$ cat config.mk
export PLATFORM = sky130hd
export DESIGN_NAME = page_seq
export DESIGN_NICKNAME = d
export VERILOG_FILES = /design/src/rtl/pgseq_pkg.sv /design/src/rtl/pgseq_decode.sv /design/src/rtl/pgseq_steer.sv /design/src/rtl/page_seq.sv
export SDC_FILE = /design/constraint.sdc
export NUM_CORES = 1
export LEC_CHECK = 0
export BUFFER_PORTS_ARGS = -buffer_cell sky130_fd_sc_hd__buf_2
export CORE_MARGIN = 5
export CORE_UTILIZATION = 41
export DETAILED_ROUTE_END_ITERATION = 16
export PLACE_DENSITY = 0.67
export SETUP_SLACK_MARGIN = 0.4
export SLEW_MARGIN = 20
export SYNTH_ARGS = -nofsm -noshare
export SYNTH_HDL_FRONTEND = slang
export SYNTH_SLANG_ARGS = --single-unit
$ cat constraint.sdc
create_clock -name clk -period 5 [get_ports clk]
set_input_delay 1 -clock clk [delete_from_list [all_inputs] [get_ports clk]]
set_output_delay 1 -clock clk [all_outputs]
set_load 0.02 [all_outputs]
$ cat src/rtl/pgseq_pkg.sv
`timescale 1ns/1ps
package pgseq_pkg;

   typedef enum logic [2:0] {
      PH_NONE     = 3'd0,
      PH_FETCH    = 3'd1,
      PH_MATCH    = 3'd2,
      PH_WIPE     = 3'd3,
      PH_WIPE_BLK = 3'd4,
      PH_BURN     = 3'd5
   } phase_e;

   typedef struct packed {
      phase_e first;
      phase_e second;
      phase_e third;
      logic   alters;
   } plan_t;

   localparam logic [7:0] OP_FETCH     = 8'h53;
   localparam logic [7:0] OP_MATCH     = 8'h60;
   localparam logic [7:0] OP_WIPE_BURN = 8'h83;
   localparam logic [7:0] OP_LOAD_BURN = 8'h82;
   localparam logic [7:0] OP_BURN      = 8'h88;
   localparam logic [7:0] OP_WIPE      = 8'h81;
   localparam logic [7:0] OP_WIPE_BLK  = 8'h50;
   localparam logic [7:0] OP_REFRESH   = 8'h58;

   function automatic plan_t plan_of(input logic [7:0] op);
      plan_t p;
      p = '{first: PH_NONE, second: PH_NONE, third: PH_NONE, alters: 1'b0};
      case (op)
         OP_FETCH:     p.first = PH_FETCH;
         OP_MATCH:     p.first = PH_MATCH;
         OP_WIPE_BURN,
         OP_LOAD_BURN: begin
            p.first  = PH_WIPE;
            p.second = PH_BURN;
            p.alters = 1'b1;
         end
         OP_BURN: begin
            p.first  = PH_BURN;
            p.alters = 1'b1;
         end
         OP_WIPE: begin
            p.first  = PH_WIPE;
            p.alters = 1'b1;
         end
         OP_WIPE_BLK: begin
            p.first  = PH_WIPE_BLK;
            p.alters = 1'b1;
         end
         OP_REFRESH: begin
            p.first  = PH_FETCH;
            p.second = PH_WIPE;
            p.third  = PH_BURN;
            p.alters = 1'b1;
         end
         default: ;
      endcase
      return p;
   endfunction

   function automatic logic is_piped(input phase_e ph);
      return (ph == PH_FETCH) || (ph == PH_MATCH) || (ph == PH_BURN);
   endfunction

endpackage

$ cat src/rtl/pgseq_decode.sv
`timescale 1ns/1ps
module pgseq_decode
   import pgseq_pkg::*;
#(
   parameter int PAGE_AW    = 9,
   parameter int PROT_LIMIT = 256
) (
   input  logic [7:0]         op,
   input  logic [PAGE_AW-1:0] page,
   input  logic               wp_n,
   output plan_t              plan,
   output logic               go
);

   logic guarded;

   always_comb begin
      plan    = plan_of(op);
      guarded = !wp_n && plan.alters && (page < PAGE_AW'(PROT_LIMIT));
      go      = (plan.first != PH_NONE) && !guarded;
   end

endmodule

$ cat src/rtl/pgseq_steer.sv
`timescale 1ns/1ps
module pgseq_steer
   import pgseq_pkg::*;
#(
   parameter int MEM_AW   = 18,
   parameter int BUF_AW   = 9,
   parameter int CNT_W    = 12,
   parameter bit PROG_AND = 1'b1
) (
   input  logic              walking,
   input  phase_e            phase,
   input  logic [CNT_W-1:0]  cnt,
   input  logic              in_span,
   input  logic [MEM_AW-1:0] base,
   input  logic [7:0]        mem_rdata,
   input  logic [7:0]        buf_rdata,
   output logic              mem_re,
   output logic [MEM_AW-1:0] mem_raddr,
   output logic              mem_we,
   output logic [MEM_AW-1:0] mem_waddr,
   output logic [7:0]        mem_wdata,
   output logic [BUF_AW-1:0] buf_addr,
   output logic              buf_we,
   output logic [7:0]        buf_wdata,
   output logic              miss_now
);

   logic             has_prev;
   logic [CNT_W-1:0] cnt_m1;
   logic             wiping;
   logic [7:0]       burn_byte;

   // Program without erase either merges into the old byte (flash-like)
   // or overwrites it.
   generate
      if (PROG_AND) begin : g_merge
         assign burn_byte = mem_rdata & buf_rdata;
      end else begin : g_overwrite
         assign burn_byte = buf_rdata;
      end
   endgenerate

   always_comb begin
      has_prev  = (cnt != '0);
      cnt_m1    = cnt - 1'b1;
      wiping    = (phase == PH_WIPE) || (phase == PH_WIPE_BLK);

      mem_re    = walking && is_piped(phase) && in_span;
      mem_raddr = base + MEM_AW'(cnt);

      mem_we    = walking && ((wiping && in_span) || ((phase == PH_BURN) && has_prev));
      mem_waddr = wiping ? (base + MEM_AW'(cnt)) : (base + MEM_AW'(cnt_m1));
      mem_wdata = wiping ? 8'hFF : burn_byte;

      buf_addr  = (phase == PH_FETCH) ? BUF_AW'(cnt_m1) : BUF_AW'(cnt);
      buf_we    = walking && (phase == PH_FETCH) && has_prev;
      buf_wdata = mem_rdata;

      miss_now  = walking && (phase == PH_MATCH) && has_prev && (mem_rdata != buf_rdata);
   end

endmodule

$ cat src/rtl/page_seq.sv
`timescale 1ns/1ps
module page_seq
   import pgseq_pkg::*;
#(
   parameter int PAGE_BYTES = 264,
   parameter int PAGE_COUNT = 512,
   parameter int BLK_PAGES  = 8,
   parameter int XFER_CYC   = 4,
   parameter int ERASE_CYC  = 6,
   parameter int PROG_CYC   = 6,
   parameter int BLK_CYC    = 8,
   parameter bit PROG_AND   = 1'b1,
   localparam int PAGE_AW   = $clog2(PAGE_COUNT),
   localparam int BUF_AW    = $clog2(PAGE_BYTES),
   localparam int MEM_AW    = $clog2(PAGE_COUNT * PAGE_BYTES)
) (
   input  logic               clk,
   input  logic               rst_n,
   input  logic               cmd_valid,
   input  logic [7:0]         cmd_op,
   input  logic [PAGE_AW-1:0] cmd_page,
   input  logic               wp_n,
   output logic               mem_re,
   output logic [MEM_AW-1:0]  mem_raddr,
   input  logic [7:0]         mem_rdata,
   output logic               mem_we,
   output logic [MEM_AW-1:0]  mem_waddr,
   output logic [7:0]         mem_wdata,
   output logic [BUF_AW-1:0]  buf_addr,
   output logic               buf_we,
   output logic [7:0]         buf_wdata,
   input  logic [7:0]         buf_rdata,
   output logic [7:0]         status,
   output logic               rdy_busy_n
);

   localparam int SPAN       = BLK_PAGES * PAGE_BYTES;
   localparam int CNT_W      = $clog2(SPAN + 2);
   localparam int PROT_LIMIT = PAGE_COUNT / 2;
   localparam int WMAX_A     = (XFER_CYC > ERASE_CYC) ? XFER_CYC : ERASE_CYC;
   localparam int WMAX_B     = (PROG_CYC > BLK_CYC) ? PROG_CYC : BLK_CYC;
   localparam int WMAX       = (WMAX_A > WMAX_B) ? WMAX_A : WMAX_B;
   localparam int WAIT_W     = $clog2(WMAX + 1);

   generate
      if (BLK_PAGES < 2 || (BLK_PAGES & (BLK_PAGES - 1)) != 0) begin : g_bad_blk
         $error("BLK_PAGES must be a power of two of at least 2");
      end
      if ((PAGE_COUNT & (PAGE_COUNT - 1)) != 0 || PROT_LIMIT % BLK_PAGES != 0) begin : g_bad_cnt
         $error("PAGE_COUNT must be a power of two holding whole groups in each half");
      end
      if (PAGE_BYTES < 2) begin : g_bad_bytes
         $error("PAGE_BYTES must be at least 2");
      end
      if (XFER_CYC < 1 || ERASE_CYC < 1 || PROG_CYC < 1 || BLK_CYC < 1) begin : g_bad_wait
         $error("every settle time must be at least one cycle");
      end
   endgenerate

   typedef enum logic [1:0] {ST_IDLE, ST_WALK, ST_SETTLE} st_e;

   st_e                st_q;
   phase_e             cur_q, nxt1_q, nxt2_q;
   logic [MEM_AW-1:0]  base_q;
   logic [CNT_W-1:0]   cnt_q;
   logic [WAIT_W-1:0]  wcnt_q;
   logic               miss_q;
   logic               cmp_q;

   plan_t              plan;
   logic               dec_go;
   logic               accept;
   logic [PAGE_AW-1:0] blk_page;
   logic [MEM_AW-1:0]  pg_base, blk_base;
   logic [CNT_W-1:0]   span_len, last_cnt;
   logic [WAIT_W-1:0]  wait_len;
   logic               walking, in_span, miss_now;

   pgseq_decode #(
      .PAGE_AW    (PAGE_AW),
      .PROT_LIMIT (PROT_LIMIT)
   ) u_decode (
      .op   (cmd_op),
      .page (cmd_page),
      .wp_n (wp_n),
      .plan (plan),
      .go   (dec_go)
   );

   always_comb begin
      accept   = (st_q == ST_IDLE) && cmd_valid && dec_go;
      blk_page = cmd_page & ~PAGE_AW'(BLK_PAGES - 1);
      pg_base  = MEM_AW'(cmd_page) * MEM_AW'(PAGE_BYTES);
      blk_base = MEM_AW'(blk_page) * MEM_AW'(PAGE_BYTES);
      span_len = (cur_q == PH_WIPE_BLK) ? CNT_W'(SPAN) : CNT_W'(PAGE_BYTES);
      last_cnt = span_len + (is_piped(cur_q) ? CNT_W'(1) : CNT_W'(0)) - CNT_W'(1);
      walking  = (st_q == ST_WALK);
      in_span  = (cnt_q < span_len);
      case (cur_q)
         PH_FETCH, PH_MATCH: wait_len = WAIT_W'(XFER_CYC);
         PH_WIPE:            wait_len = WAIT_W'(ERASE_CYC);
         PH_WIPE_BLK:        wait_len = WAIT_W'(BLK_CYC);
         default:            wait_len = WAIT_W'(PROG_CYC);
      endcase
   end

   pgseq_steer #(
      .MEM_AW   (MEM_AW),
      .BUF_AW   (BUF_AW),
      .CNT_W    (CNT_W),
      .PROG_AND (PROG_AND)
   ) u_steer (
      .walking   (walking),
      .phase     (cur_q),
      .cnt       (cnt_q),
      .in_span   (in_span),
      .base      (base_q),
      .mem_rdata (mem_rdata),
      .buf_rdata (buf_rdata),
      .mem_re    (mem_re),
      .mem_raddr (mem_raddr),
      .mem_we    (mem_we),
      .mem_waddr (mem_waddr),
      .mem_wdata (mem_wdata),
      .buf_addr  (buf_addr),
      .buf_we    (buf_we),
      .buf_wdata (buf_wdata),
      .miss_now  (miss_now)
   );

   always_ff @(posedge clk or negedge rst_n) begin
      if (!rst_n) begin
         st_q   <= ST_IDLE;
         cur_q  <= PH_NONE;
         nxt1_q <= PH_NONE;
         nxt2_q <= PH_NONE;
         base_q <= '0;
         cnt_q  <= '0;
         wcnt_q <= '0;
         miss_q <= 1'b0;
         cmp_q  <= 1'b0;
      end else begin
         case (st_q)
            ST_IDLE: begin
               if (accept) begin
                  cur_q  <= plan.first;
                  nxt1_q <= plan.second;
                  nxt2_q <= plan.third;
                  base_q <= (plan.first == PH_WIPE_BLK) ? blk_base : pg_base;
                  cnt_q  <= '0;
                  miss_q <= 1'b0;
                  st_q   <= ST_WALK;
               end
            end
            ST_WALK: begin
               if (miss_now) begin
                  miss_q <= 1'b1;
               end
               cnt_q <= cnt_q + 1'b1;
               if (cnt_q == last_cnt) begin
                  wcnt_q <= wait_len - 1'b1;
                  st_q   <= ST_SETTLE;
                  if (cur_q == PH_MATCH) begin
                     cmp_q <= miss_q | miss_now;
                  end
               end
            end
            default: begin
               if (wcnt_q == '0) begin
                  cur_q  <= nxt1_q;
                  nxt1_q <= nxt2_q;
                  nxt2_q <= PH_NONE;
                  cnt_q  <= '0;
                  st_q   <= (nxt1_q == PH_NONE) ? ST_IDLE : ST_WALK;
               end else begin
                  wcnt_q <= wcnt_q - 1'b1;
               end
            end
         endcase
      end
   end

   assign rdy_busy_n = (st_q == ST_IDLE);
   assign status     = {rdy_busy_n, cmp_q, 3'b001, 3'b000};

endmodule

======== Word-level counts from Yosys, hierarchy flattened ========
Cells that the tools add are included.
word-level totals
  logic and storage cells ................. 121
  output and inout bits ................... 73
  bits in registers ....................... 47
operators by class
  $mul .................................... 2
  reduce and logical (&&, ||, !) cells .... 41
  $add $sub $neg .......................... 8
  mux-type cells .......................... 34
  equal/unequal tests ..................... 21
  order comparisons ....................... 2
  bitwise gates (word level) .............. 4
operators with widths
  cell                     count
  $add A18 B12 Y18         2
  $mux W12                 3
  $mux W18                 2
  $eq A8 B7 Y1 const B     4
  $eq A8 B8 Y1 const B     4
  $pmux W12 S2             1
  $pmux W3 S2              4
  $sub A12 B1 Y12 const B  2
  $mux W3                  7
  $pmux W4 S2              2
  $logic_and A1 B1 Y1      15
  $mul A9 B6 Y15 const B   1
  $pmux W3 S5              1
  $reduce_and A3 Y1        5
  $add A12 B1 Y12          1
  $add A12 B1 Y12 const B  1
  $eq A12 B12 Y1           1
  $lt A12 B12 Y1           1
  $mul A6 B6 Y12 const B   1
  $reduce_bool A12 Y1      1
  $eq A3 B3 Y1 const B     3
  $lt A9 B9 Y1 const B     1
  $mux W9                  1
  $and A8 B8 Y8            1
  other kinds (26)         47

======== Longest topological paths before layout ========
  depth after elaboration ................. 10
  gate-level depth with buffers ........... 13
  mapped depth without buffers ............ 13

======== Modules after synthesis ========
A second synthesis with hierarchy kept.
second synthesis, totals
  cell total of the unflattened synthesis .. 583
  area total of the unflattened synthesis .. 4,913.5 um^2
modules (own cells, without submodules)
  module        cells an instance  seq. area each (um^2)  times used  area an instance (um^2)
  page_seq      261                1,101.1                1           2,557.5
  pgseq_steer   275                0.0                    1           2,038.2
  pgseq_decode  47                 0.0                    1           317.8

======== Least setup slack after synthesis ========
No wires, ideal clock.
  kind .................................... flip-flop to output port
  from .................................... register cnt_q[2]
  to ...................................... output port mem_waddr[12]
  stages on the path, launching flop included .. 13
  arrival time ............................ 3.105 ns
  setup slack ............................. 0.895 ns
  cells stage by stage .................... dfrtp_1 -> clkbuf_1 -> nor3_2 -> nand2_1 -> or3_1 -> nor3_1 -> xor2_1 -> ha_1 -> or2_2 -> o22a_1 -> a311oi_1 -> a21oi_1 -> xnor2_1
on the way
  word-level cells in the longest chain between the ends .. 3
RTL lines
  element                 RTL line           text
  from (decl)             page_seq.sv:65     logic [CNT_W-1:0] cnt_q;
  from (signal assigned)  page_seq.sv:159    cnt_q <= cnt_q + 1'b1;
  $sub A12 B1 Y12         pgseq_steer.sv:45  cnt_m1 = cnt - 1'b1;
  $add A18 B12 Y18        pgseq_steer.sv:52  mem_waddr = wiping ? (base + MEM_AW'(cnt)) : (base + MEM_AW'(cnt_m1));
  $mux W18 (*)            pgseq_steer.sv:52
  to (decl)               page_seq.sv:27     output logic [MEM_AW-1:0] mem_waddr,
Mark *: on every way between the ends. The rest lies on a longest branch, timed or not.

======== Worst setup path after layout ========
  from .................................... register cnt_q[0]
  to ...................................... output port mem_waddr[15]
Same word-level chain as after synthesis.

==> impl_metrics.py <==
metrics = {
    "status": {
        "outcome": "completed",
    },
    "placement": {
        "io_buffers": 103,
        "dpl_worst_slack_ns": 0.4071,
        "placedCellCount": 747,
        "gp_routability_congestion": 0.8803,
        "placed_area_um2": 4925,
        "hpwl_um": 9377,
    },
    "timing": {
        "rsz0062_at_grt": "no",
        "slew_headroom": 0.3665,
        "min_period_over_period": 0.8857,
        "finalWorstSetupSlack_ns": 0.5715,
        "fin_worst_skew_ns": 0.01028,
        "fmax_mhz": 225.8,
        "tightest_slew_ns": 0.9502,
        "setup_violations": 0,
        "maxSlewViolCount": 0,
        "finalHoldViolations": 0,
        "tns_ns": 0,
        "post-route-min-period_ns": 4.428,
    },
    "drt": {
        "vias": 4162,
        "maxUsedRoutingLayer": "met4",
        "wl_met2_um": 5874,
        "met1Wirelength_um": 5341,
        "drtPass1Iterations": 5,
        "ant_nets": 0,
        "drt-initial-drc-count": 158,
        "drc": 0,
        "drt_wl_total_um": 12040,
        "wl_met3_um": 613,
        "wire_per_inst_um": 15.74,
        "drt-vias-per-instance": 5.441,
    },
    "critical_path": {
        "critical_path_class": "flip-flop to output pin",
        "cp.arrival_ns": 3.43,
        "worstSetupEndpointType": "output pin",
        "cp_max_fo": 4,
        "required_ns": 4.00,
        "startpoint_type": "flip-flop",
    },
    "synthesis": {
        "synth_xor_area_frac": 0.09449,
        "synthFlopType": "dfrtp_1",
        "synth_compound_area_frac": 0.2044,
        "ys_seq_area_frac": 0.2362,
        "avgSynthCellArea_um2": 8.239,
        "synth.distinct_cells": 74,
        "netlist_area_um2": 4449,
        "synth_edf_count": 0,
        "synth_mux_area_frac": 0.02531,
        "yosys.area_share.simple": 0.2087,
        "syn_inst": 540,
        "yosysWarningCount": 0,
        "async_reset_ff_frac": 1.000,
        "synth-adder-area-share": 0.1513,
        "synth_top_family_by_area": "simple AND/OR/NAND/NOR gates",
        "synth_seq_cells": 42,
    },
    "clock_network": {
        "cts_root_buffer": "clkbuf_8",
        "htree_levels": 2,
        "clkSinkCount": 42,
        "clkLatencyLatePin_ns": 0.30,
        "clock_path_buffers": 2,
        "cts_tree": "built",
        "clk_pin_slew_ns": 0.08,
        "hold_buffers": 0,
        "cts_buffers": 5,
    },
    "job": {
        "max_cap_violations": 0,
    },
    "die": {
        "start_util": 0.4141,
        "std_cell_rows": 38,
        "die_h_um": 114.2,
        "core_um2": 10750,
        "io_pins": 110,
        "dieArea_um2": 13030,
        "die_x_um": 114.2,
    },
    "global_route": {
        "antenna_found_initial": 0,
        "grt_pass1_wl_um": 19590,
        "track_usage": 0.1816,
        "first_global_vias": 4096,
        "gr-total-overflow": 0,
        "grt_max_degree": 43,
    },
    "power": {
        "power_mw": 0.6570,
        "power_frac_comb": 0.152,
        "p_leak_nw": 2.634,
        "internal_power_mw": 0.4851,
        "swShare": 0.2617,
        "p_seq_frac": 0.517,
        "p_sw_mw": 0.1719,
        "powerDensity_nw_per_um2": 125.1,
        "vdd_ir_drop_max_mv": 0.09433,
        "clkPwrFrac": 0.331,
    },
    "layout": {
        "final_nets": 715,
        "area_delta_synth_final_pct": 18.03,
        "final_cells": 765,
        "drive_above_1_share": 0.2672,
        "multi_input_area_um2": 3193,
        "layout_common_cells": "buf_2 (99), nand2_1 (50), nor2_1 (48), ha_1 (48), o21ai_0 (42)",
        "num_antenna_cells": 0,
        "register_area_um2": 1056,
        "final_common_cell": "buf_2",
        "postLayoutCellArea_um2": 5251,
        "nFillCells": 1054,
    },
    "min_path": {
        "min_path_type": "flip-flop to flip-flop",
    },
}
==> synthesized netlist by cell type (8+ instances only) <==
library cell  number  share of area
inv_1             22          0.019
o31ai_1            8          0.013
a211oi_1           8          0.013
xnor2_1           33          0.065
buf_4             19          0.032
o21ai_0           44          0.049
dfrtp_1           42           0.24
a21oi_1           18          0.020
nor3_1             8         0.0090
nor2_1            49          0.041
ha_1              49           0.14
o21a_1             9          0.015
xor2_1            15          0.030
clkbuf_1          15          0.013
nand2_1           51          0.043
or3_1             12          0.017
nand3_1           11          0.012
==> sequential cells by signal, summed over array words and instances (netlist names) <==
register / count
cmp_q: 1
miss_q: 1
nxt1_q: 3
cnt_q: 12
st_q: 2
cur_q: 3
nxt2_q: 1
base_q: 15
wcnt_q: 4
==> final timing paths <==
| kind | start | end | slack, ns | cells past startpoint |
|---|---|---|---|---|
| worst max register to register | wcnt_q[0] | nxt1_q[0] | 2.40 | 5 |
| worst min register to register | wcnt_q[3] | wcnt_q[3] | 0.50 | 1 |
| worst max-delay path | cnt_q[0] | mem_waddr[15] | 0.57 | 14 |
| max in group asynchronous | rst_n | cnt_q[2] | 3.50 | 1 |
| min in group asynchronous | rst_n | base_q[13] | 0.83 | 1 |
| worst min-delay path | wcnt_q[3] | wcnt_q[3] | 0.50 | 1 |
==> per-stage QoR <==
stage | hold WS, ns | util
5_1_grt | 0.5367 | 0.4887
3_5_place_dp | 0.4914 | 0.4583
3_3_place_gp | 0.4626 | 0.4583
2_1_floorplan | 0.4484 | -
6_report | 0.5008 | 0.4887
4_1_cts | 0.5026 | 0.4690
==> kinds of logic (layout without fill, tap and decap cells) <==
family | Yosys count | after routing
simple gates | 182 | 182
other cells | 2 | 6
buf+inv | 67 | 148
mux | 10 | 10
flops | 42 | 42
compound gates | 137 | 137
xor+xnor | 48 | 48
fa+ha+maj | 52 | 52
==> final cells by class <==
cell class | instances | share of cell area
multi-input combinational | 435 | 0.6081
tap | 140 | 0.03336
clock buffer | 6 | 0.01573
inverter | 23 | 0.01644
timing repair buffer | 119 | 0.1253
sequential | 42 | 0.2011
==> power groups by stage <==
stage	logic [mW]	registers [mW]	clock network [mW]
global placement	0.0971	0.346	0
global route	0.113	0.339	0.234
finish	0.0998	0.339	0.218
CTS	0.101	0.339	0.226
detailed placement	0.0996	0.346	0
floorplan	0.0641	0.346	0
==> what timing repair did <==
item,in CTS,in global routing
hold endpoints to repair,0,0
cloned,0,0
pin swaps,0,14
gates resized for setup,9,25
setup buffers,0,12
endpoints found under the setup margin,6,7
==> worst max-delay path, cell delays in order, from the launching register on <==
cell and delay (ns):
dfrtp_2 0.44, inv_2 0.12, ha_4 0.17, nand2b_4 0.07, nor4_4 0.42, nand2_2 0.14, nor3_2 0.14, xor2_1 0.17
ha_1 0.32, or2_2 0.31, a21oi_1 0.24, nor4_4 0.07, o211ai_1 0.22, xnor2_1 0.14, buf_4 0.16
==> routing by layer <==
metal	up-vias	global-route usage
li1	2081	-
met3	15	0.02537
met4	0	0.05384
met5	-	0
met2	103	0.3123
met1	1963	0.2368
No activity file was read; power rests on OpenSTA's default activity.
